==> config.mk <==
export PLATFORM = sky130hd
export DESIGN_NAME = spi_word_packer
export DESIGN_NICKNAME = d
export VERILOG_FILES = /design/src/rtl/spi_word_packer.sv
export SDC_FILE = /design/constraint.sdc
export NUM_CORES = 1
export LEC_CHECK = 0
export ABC_AREA = 1
export BUFFER_PORTS_ARGS = -buffer_cell sky130_fd_sc_hd__buf_2
export CAP_MARGIN = 20
export CORE_AREA = 2 2 110 112
export CTS_CLUSTER_SIZE = 25
export DETAILED_ROUTE_END_ITERATION = 6
export DIE_AREA = 0 0 112 114
export HOLD_SLACK_MARGIN = 0.1
export PLACE_DENSITY = 0.78
export SLEW_MARGIN = 20
export SYNTH_ARGS = -nofsm -noshare
export SYNTH_HDL_FRONTEND = slang
export SYNTH_SLANG_ARGS = --single-unit
==> constraint.sdc <==
create_clock -name clk -period 4.6 [get_ports clk]
set_input_delay 0 -clock clk [delete_from_list [all_inputs] [get_ports clk]]
set_output_delay 0 -clock clk [all_outputs]
set_load 0.01 [all_outputs]
==> src/rtl/spi_word_packer.sv <==
module spi_word_packer #(
  parameter int LEN_W = 16
) (
  input  logic             clk,
  input  logic             rst_n,
  input  logic             start,
  input  logic [4:0]       bpw_m1,
  input  logic [LEN_W-1:0] xfer_len,
  input  logic             tx_en,
  input  logic             rx_en,
  input  logic             txb_valid,
  output logic             txb_ready,
  input  logic [7:0]       txb_data,
  output logic             txw_valid,
  input  logic             txw_ready,
  output logic [31:0]      txw_data,
  input  logic             rxw_valid,
  output logic             rxw_ready,
  input  logic [31:0]      rxw_data,
  output logic             rxb_valid,
  input  logic             rxb_ready,
  output logic [7:0]       rxb_data,
  output logic             cfg_err,
  output logic             tx_done,
  output logic             rx_done
);

  logic             bad_cfg;
  logic [2:0]       w_new;
  logic [2:0]       w_q;
  logic             txen_q, rxen_q;

  logic             tx_act, tx_full;
  logic [LEN_W-1:0] tx_left;
  logic [1:0]       tx_bi;
  logic [31:0]      tx_acc;
  logic [2:0]       tx_nb;

  logic             rx_act, rx_hold;
  logic [LEN_W-1:0] rx_left;
  logic [1:0]       rx_bi;
  logic [31:0]      rx_word;
  logic [2:0]       rx_nb;
  logic [2:0]       rx_sh;

  assign bad_cfg = (bpw_m1 < 5'd3) || (xfer_len == '0);
  assign w_new   = {1'b0, bpw_m1[4:3]} + 3'd1;

  assign tx_nb = (tx_left < LEN_W'(w_q)) ? tx_left[2:0] : w_q;
  assign rx_nb = (rx_left < LEN_W'(w_q)) ? rx_left[2:0] : w_q;
  assign rx_sh = w_q - 3'd1 - {1'b0, rx_bi};

  assign txb_ready = tx_act & txen_q & ~tx_full;
  assign txw_valid = tx_act & (tx_full | ~txen_q);
  assign txw_data  = tx_acc;

  assign rxw_ready = rx_act & ~rx_hold;
  assign rxb_valid = rx_hold;
  assign rxb_data  = rx_word[8*int'(rx_sh[1:0]) +: 8];

  always_ff @(posedge clk or negedge rst_n) begin
    if (!rst_n) begin
      w_q     <= 3'd1;
      txen_q  <= 1'b0;
      rxen_q  <= 1'b0;
      cfg_err <= 1'b0;
    end else if (start) begin
      w_q     <= w_new;
      txen_q  <= tx_en;
      rxen_q  <= rx_en;
      cfg_err <= bad_cfg;
    end
  end

  always_ff @(posedge clk or negedge rst_n) begin
    if (!rst_n) begin
      tx_act  <= 1'b0;
      tx_full <= 1'b0;
      tx_left <= '0;
      tx_bi   <= '0;
      tx_acc  <= '0;
      tx_done <= 1'b0;
    end else begin
      tx_done <= 1'b0;
      if (start) begin
        tx_act  <= ~bad_cfg;
        tx_full <= 1'b0;
        tx_left <= xfer_len;
        tx_bi   <= '0;
        tx_acc  <= '0;
      end else begin
        if (txb_valid && txb_ready) begin
          tx_acc[8*(3-int'(tx_bi)) +: 8] <= txb_data;
          if ({1'b0, tx_bi} == tx_nb - 3'd1) begin
            tx_full <= 1'b1;
            tx_bi   <= '0;
          end else begin
            tx_bi <= tx_bi + 2'd1;
          end
        end
        if (txw_valid && txw_ready) begin
          tx_acc  <= '0;
          tx_full <= 1'b0;
          tx_left <= tx_left - LEN_W'(tx_nb);
          if (tx_left == LEN_W'(tx_nb)) begin
            tx_act  <= 1'b0;
            tx_done <= 1'b1;
          end
        end
      end
    end
  end

  always_ff @(posedge clk or negedge rst_n) begin
    if (!rst_n) begin
      rx_act  <= 1'b0;
      rx_hold <= 1'b0;
      rx_left <= '0;
      rx_bi   <= '0;
      rx_word <= '0;
      rx_done <= 1'b0;
    end else begin
      rx_done <= 1'b0;
      if (start) begin
        rx_act  <= ~bad_cfg;
        rx_hold <= 1'b0;
        rx_left <= xfer_len;
        rx_bi   <= '0;
      end else begin
        if (rxw_valid && rxw_ready) begin
          if (rxen_q) begin
            rx_word <= rxw_data;
            rx_hold <= 1'b1;
            rx_bi   <= '0;
          end else begin
            rx_left <= rx_left - LEN_W'(rx_nb);
            if (rx_left == LEN_W'(rx_nb)) begin
              rx_act  <= 1'b0;
              rx_done <= 1'b1;
            end
          end
        end
        if (rxb_valid && rxb_ready) begin
          if ({1'b0, rx_bi} == rx_nb - 3'd1) begin
            rx_hold <= 1'b0;
            rx_left <= rx_left - LEN_W'(rx_nb);
            if (rx_left == LEN_W'(rx_nb)) begin
              rx_act  <= 1'b0;
              rx_done <= 1'b1;
            end
          end else begin
            rx_bi <= rx_bi + 2'd1;
          end
        end
      end
    end
  end


  cfg_quiet_chk: assert property (@(posedge clk) disable iff (!rst_n)
    cfg_err |-> !txb_ready && !txw_valid && !rxw_ready && !rxb_valid);


  tx_zero_chk: assert property (@(posedge clk) disable iff (!rst_n)
    txw_valid && !txen_q |-> txw_data == 32'd0);


  rx_drop_chk: assert property (@(posedge clk) disable iff (!rst_n)
    !rxen_q |-> !rxb_valid);


  tx_pulse_chk: assert property (@(posedge clk) disable iff (!rst_n)
    tx_done |=> !tx_done);


  rx_pulse_chk: assert property (@(posedge clk) disable iff (!rst_n)
    rx_done |=> !rx_done);


  txw_hold_chk: assert property (@(posedge clk) disable iff (!rst_n)
    txw_valid && !txw_ready && !start |=> txw_valid && $stable(txw_data));


  rxb_hold_chk: assert property (@(posedge clk) disable iff (!rst_n)
    rxb_valid && !rxb_ready && !start |=> rxb_valid && $stable(rxb_data));

endmodule

==> results of run 1 <==
==> cell type report <==
cell class / count / area (um^2)
Clock inverter: 5 / 87.6
Fill cell: 945 / 3850
Clock buffer: 10 / 229
Multi-Input combinational cell: 512 / 2950
Sequential cell: 112 / 2800
Tap cell: 147 / 184
Timing Repair Buffer: 181 / 1230
Inverter: 101 / 379
==> worst max-delay path, stage by stage (launching register included) <==
cell	delay (ns)
dfrtp_1	0.36
inv_1	0.19
ha_1	0.27
o21ai_0	0.07
nand2_1	0.06
nand2_1	0.06
nand3_1	0.17
o21ai_0	0.34
ha_1	0.34
a21oi_1	0.17
o21a_1	0.16
nand2_1	0.10
nor3_1	0.32
nand4_1	0.22
nor2_1	0.16
xor2_1	0.17
nand2_1	0.06
nand2_1	0.08
==> worst paths after layout <==
check,cells after the start,slack [ns],end,from
worst max-delay path,17,1.24,tx_left[15],w_q[1]
worst min-delay path,2,0.17,tx_done,start
worst max register to register,17,1.24,tx_left[15],w_q[1]
worst min register to register,2,0.48,txw_data[7],txw_data[7]
max in group asynchronous,3,3.24,rx_left[7],rst_n
min in group asynchronous,2,0.32,txw_data[4],rst_n
==> cell families after synthesis <==
kind of cell,after synthesis,share of synthesized area [%]
and+or+nand+nor,326,24.6
buffers and inverters,124,7.91
AOI/OAI and AO/OA,120,11.0
DFF,112,45.0
xor gates and xnor gates,28,3.94
adders and majority gates,22,4.66
muxes,16,2.89
==> metal layers <==
| layer | up-vias | part of all wire, % | track usage [%] |
|---|---|---|---|
| met5 | - | 0 | 0 |
| met4 | 0 | 2.1 | 8.54 |
| met3 | 29 | 7.2 | 7.70 |
| met2 | 200 | 50 | 45.5 |
| met1 | 2726 | 41 | 33.3 |
| li1 | 2790 | - | - |
==> registers in the layout (all words and copies together), names as in the netlist <==
name / flops
tx_act: 1
tx_bi: 2
rx_left: 16
w_q: 3
cfg_err: 1
txw_data: 32
rx_act: 1
rx_bi: 2
tx_left: 16
tx_done: 1
tx_full: 1
rx_done: 1
txen_q: 1
rx_word: 32
rxb_valid: 1
rxen_q: 1
==> through the flow <==
step	cell area, um^2	hold WS [ns]	power [mW]	std cells	util [%]
after floorplan	6230	-0.296	1.68	748	-
after global placement	6910	0.197	1.86	990	59.0
after detailed placement	6910	0.200	1.88	990	59.0
after CTS	7850	0.176	2.76	1068	67.1
after global routing	7860	0.189	2.94	1068	67.1
final	7860	0.170	2.78	1068	67.1
==> power by group through the flow <==
| stage | Combinational, mW | Sequential [mW] | Clock (mW) |
|---|---|---|---|
| 2_1_floorplan | 0.474 | 1.20 | 0 |
| 3_3_place_gp | 0.636 | 1.22 | 0 |
| 3_5_place_dp | 0.652 | 1.23 | 0 |
| 4_1_cts | 0.700 | 1.21 | 0.856 |
| 5_1_grt | 0.808 | 1.23 | 0.901 |
| 6_report | 0.715 | 1.21 | 0.846 |
==> what timing repair did <==
action                                  in CTS  in global routing
hold endpoints to repair                   177                  0
endpoints found under the setup margin       0                  0
resized for setup                            0                  0
hold buffers                                63                  0
==> layout by cell type (no fill, tap or decap), types with 2 or more instances in the layout <==
cell,n
o21ai_1,6
dfrtp_1,111
nand2_1,159
o21ai_0,67
o22ai_1,15
buf_2,115
a21oi_1,7
inv_1,98
nand4_1,7
nand3_2,10
o211ai_1,15
clkbuf_16,9
xor2_1,23
nor4_1,5
nand2_2,15
o221ai_1,3
nor2_2,2
clkinv_1,3
bufinv_16,2
dlygate4sd3_1,63
xnor2_1,4
nor3_1,9
fa_1,2
nor2_1,39
ha_1,20
nand3_1,70
buf_4,3
mux2_2,16
o21a_1,3
nor2_4,5
==> results.json, run 1 <==
{
  "status": "completed",
  "grt_pass1_wl_mm": 27.5,
  "synth_cells": 748,
  "power.switching_fraction_pct": 31.6,
  "ys_async_sr_fraction_pct": 100,
  "worstHoldPathType": "in2reg",
  "ant_nets": 0,
  "power.leakage_nw": 3.88,
  "effective_utilization_at_floorplan_pct": 53.2,
  "fin_setup_tns_ns": 0,
  "routed_wl_mm": 16.4,
  "core.rowCount": 40,
  "clk-insertion-delay-late_ns": 0.36,
  "sort_of_element_at_the_end_of_the_critical_path": "register",
  "crit_path_max_fanout": 6,
  "timing.final.setup_violations": 0,
  "critical_path_required_ns": 4.90,
  "layout-drive-gt1-share_pct": 20.1,
  "timing_worst_slew_pin_value_ns": 0.997,
  "grt_setup_unrepaired": "false",
  "avgRoutedWirePerCell_um": 15.3,
  "detailed_router_s_first_iteration_violation_count": 281,
  "share_seq_of_total_power_pct": 43.8,
  "postCtsSetupBuffers": 0,
  "setup.worst_path.start_class": "register",
  "clk_pin_slew_worst_paths_ns": 0.07,
  "ys_warn_count": 0,
  "detailedRoute.firstPassIterationCount": 5,
  "globalRouteTotalUtil_pct": 26.8,
  "floorplan.die.width_um": 112,
  "post_synthesis_net_count": 840,
  "cts_tree": "built",
  "numnets_final": 1009,
  "synth.ff_latch_count": 112,
  "maxSlewViolCount": 0,
  "core_region_area_um2": 11700,
  "fmax_ghz": 0.298,
  "post_synth_most_frequent_cells": "159 x nand2_1, 111 x dfrtp_1, 98 x inv_1, 70 x nand3_1, 67 x o21ai_0",
  "hold_viol": 0,
  "total_switching_power_mw": 0.876,
  "synthFlopType": "dfrtp_1",
  "clk_path_buf_depth": 2,
  "cts_num_sinks": 112,
  "synth_edf_count": 0,
  "synth_top_area_cell": "dfrtp_1",
  "maxCapViolations": 0,
  "number_of_different_library_cells_in_the_post_synthesis_netlist": 40,
  "hpwl_dp_mm": 10.7,
  "maximum_number_of_pins_on_one_net_before_global_route_repair": 78,
  "ir_drop_mv": 0.369,
  "cts_max_level": 3,
  "synth.area.top_cells": "dfrtp_1 45%, nand2_1 9.6%, inv_1 5.9%",
  "preCtsSetupSlack_ns": 1.35,
  "max_slew_headroom_pct": 33.3,
  "pwr_density_cell_nw_per_um2": 353,
  "area_growth_syn_to_layout_pct": 26.2,
  "post_drt_via_cell_ratio": 5.38,
  "grt_antenna_before_repair": 0,
  "fin_crit_sh_pct": 73.0,
  "intPower_mw": 1.90,
  "worst_setup_skew_after_layout_ns": 0.00703,
  "worst_slack_ns": 1.24,
  "most_frequent_cell_after_synthesis": "nand2_1",
  "vias_in_the_first_global_route": 5861,
  "grt.overflow.total": 0,
  "die_y_um": 114,
  "worst_path_arrival_ns": 3.65,
  "clock_power_share_pct": 30.5,
  "remaining_drc_errors": 0,
  "ys_seq_area_share_pct": 45.0,
  "dieArea_um2": 12800,
  "synthesis.area_um2": 6230,
  "tritoncts.num_buffers": 9,
  "gp_congestion": 0.882,
  "syn_area_per_cell_um2": 8.33,
  "antenna-diode-count": 0,
  "synth.top_cell.area_share_pct": 44.6,
  "p_comb_share_pct": 25.8,
  "io_pins": 117,
  "clock_tree.root_cell": "clkbuf_16",
  "critical_path_class": "reg2reg",
  "numPortBuffers": 116,
  "via_count": 5745,
  "period_minus_slack_ns": 3.36
}
Power figures use the tool's default switching activity.
==> run 2: changes to the inputs <==
Clock period 4.6 ns to 3.4 ns, I/O delays scaled along.
==> results.json, run 2 (synthesis gave the netlist of run 1 again) <==
{
  "preCtsSetupSlack_ns": 0.146,
  "seqCellArea_um2": 2800,
  "cts_max_level": 3,
  "maxSlewViolCount": 0,
  "hpwl_dp_mm": 10.9,
  "power.leakage_nw": 3.94,
  "sort_of_element_at_the_end_of_the_critical_path": "register",
  "clock_tree.root_cell": "clkbuf_16",
  "core_region_area_um2": 11700,
  "pwr_density_cell_nw_per_um2": 471,
  "gp_congestion": 0.888,
  "layout_commonest_cell": "nand2_1",
  "status": "completed",
  "tritoncts.num_buffers": 9,
  "die_y_um": 114,
  "postCtsSetupBuffers": 0,
  "reg2reg_from": "w_q[1]",
  "grt_setup_unrepaired": "false",
  "whs_endpoint": "tx_bi[0]",
  "worst_hold_startpoint": "start",
  "via_count": 5706,
  "ir_drop_mv": 0.574,
  "ff2ff_path_depth": 17,
  "period_minus_slack_ns": 3.14,
  "critical_path_class": "reg2reg",
  "worst_r2r_endpoint": "tx_left[12]",
  "timing_worst_slew_pin_value_ns": 0.884,
  "fin_setup_tns_ns": 0,
  "reg2reg_slack_ns": 0.26,
  "area_growth_syn_to_layout_pct": 27.7,
  "avgRoutedWirePerCell_um": 14.8,
  "io_pins": 117,
  "post_drt_via_cell_ratio": 5.28,
  "maximum_number_of_pins_on_one_net_before_global_route_repair": 48,
  "crit_path_max_fanout": 6,
  "grt_pass1_wl_mm": 26.8,
  "numnets_final": 1021,
  "fmax_ghz": 0.319,
  "antenna-diode-count": 0,
  "route.top_layer_used": "met4",
  "grt_antenna_before_repair": 0,
  "worstHoldPathType": "in2reg",
  "cts_tree": "built",
  "clk-insertion-delay-late_ns": 0.35,
  "dr_wl_met3_um": 895,
  "finish.utilization_pct": 67.9,
  "maxCapViolations": 0,
  "met1_layer_wirelength_in_the_final_routing_mm": 6.93,
  "finalInstanceArea_um2": 7950,
  "timing.final.setup_violations": 0,
  "detailroute.wirelength.met2_mm": 7.80,
  "worst_slack_ns": 0.260,
  "remaining_drc_errors": 0,
  "core.rowCount": 40,
  "max_slew_headroom_pct": 41.1,
  "worst_setup_skew_after_layout_ns": 0.00564,
  "globalRouteTotalUtil_pct": 26.1,
  "layout-drive-gt1-share_pct": 21.0,
  "fin_crit_sh_pct": 92.3,
  "placement.cell_area_um2": 6990,
  "cts_num_sinks": 112,
  "layout.filler_cells": 958,
  "hold_viol": 0,
  "ant_nets": 0,
  "hold_depth": 5,
  "critical_path_required_ns": 3.62,
  "dieArea_um2": 12800,
  "effective_utilization_at_floorplan_pct": 53.2,
  "multi_input_area_um2": 2950,
  "floorplan.die.width_um": 112,
  "clk_path_buf_depth": 2,
  "detailed_router_s_first_iteration_violation_count": 371,
  "routed_wl_mm": 16.0,
  "detailedRoute.firstPassIterationCount": 5,
  "clk_pin_slew_worst_paths_ns": 0.07,
  "numPortBuffers": 116,
  "vias_in_the_first_global_route": 5627,
  "setup.worst_path.start_class": "register",
  "most_frequent_cells_in_the_layout": "159 x nand2_1, 115 x buf_2, 111 x dfrtp_1",
  "grt.overflow.total": 0,
  "worst_path_arrival_ns": 3.36
}
[run 2: cell types whose count changed in the layout (fill, tap and decap cells not counted)]
cell / change
xor2_1: +1
inv_6: -1
dlygate4sd3_1: +1
inv_8: +1
nor3_2: +1
nor3_1: -1
xor2_2: -1
o21ai_1: +1
buf_4: +11
o21ai_0: -1
[run 2: how the worst max path moves through the flow]
stage	from	to	slack [ns]	cells after the start
after floorplan	w_q[1]	tx_left[15]	0.56	17
after global placement	w_q[1]	tx_left[15]	0.28	17
after detailed placement	w_q[1]	tx_left[15]	0.15	17
after CTS	w_q[1]	tx_left[15]	0.13	17
after global routing	w_q[1]	tx_left[12]	0.003	17
final	w_q[1]	tx_left[12]	0.26	17
[run 2: cell type report]
cell class                 instances  area share [%]
inverter                         101            4.77
timing repair buffer             193            16.6
multi-input combinational        512            37.0
clock inverter                     5            1.13
tap                              147            2.31
clock buffer                      10            2.88
sequential                       112            35.3
[run 2: power breakdown]
group          internal [mW]  switching [mW]
clock network          0.653           0.490
registers               1.52           0.118
logic                  0.411           0.556
[run 2: per-layer routing]
metal | vias to the layer above | global-route usage (%)
li1 | 2815 | -
met1 | 2691 | 34.4
met5 | - | 0
met4 | 0 | 7.56
met3 | 28 | 6.22
met2 | 172 | 43.3
[run 2: per-stage QoR]
stage / hold WS (ns) / power (mW) / cells
after detailed placement: 0.0313 / 2.56 / 1001
after global routing: 0.183 / 3.98 / 1080
after global placement: 0.0349 / 2.53 / 1001
final: 0.160 / 3.75 / 1080
after CTS: 0.150 / 3.76 / 1080
after floorplan: -0.296 / 2.27 / 748
[run 2: critical path: stages, from the launching register on]
cell and delay (ns):
dfrtp_1 0.36, inv_1 0.16, ha_1 0.25, o21ai_0 0.07, nand2_1 0.07, nand2_1 0.06, nand3_1 0.17, o21ai_1 0.31
ha_1 0.23, inv_1 0.06, fa_1 0.40, inv_1 0.08, o21ai_0 0.20, nor2_1 0.23, nand2_1 0.10, xor2_1 0.15
nand2_1 0.06, o211ai_1 0.08
[run 2: what timing repair did]
item | 4_1_cts | 5_1_grt
hold buffers | 64 | 0
hold endpoints to repair | 148 | 0
resized for setup | 0 | 2
setup endpoints to repair | 0 | 4
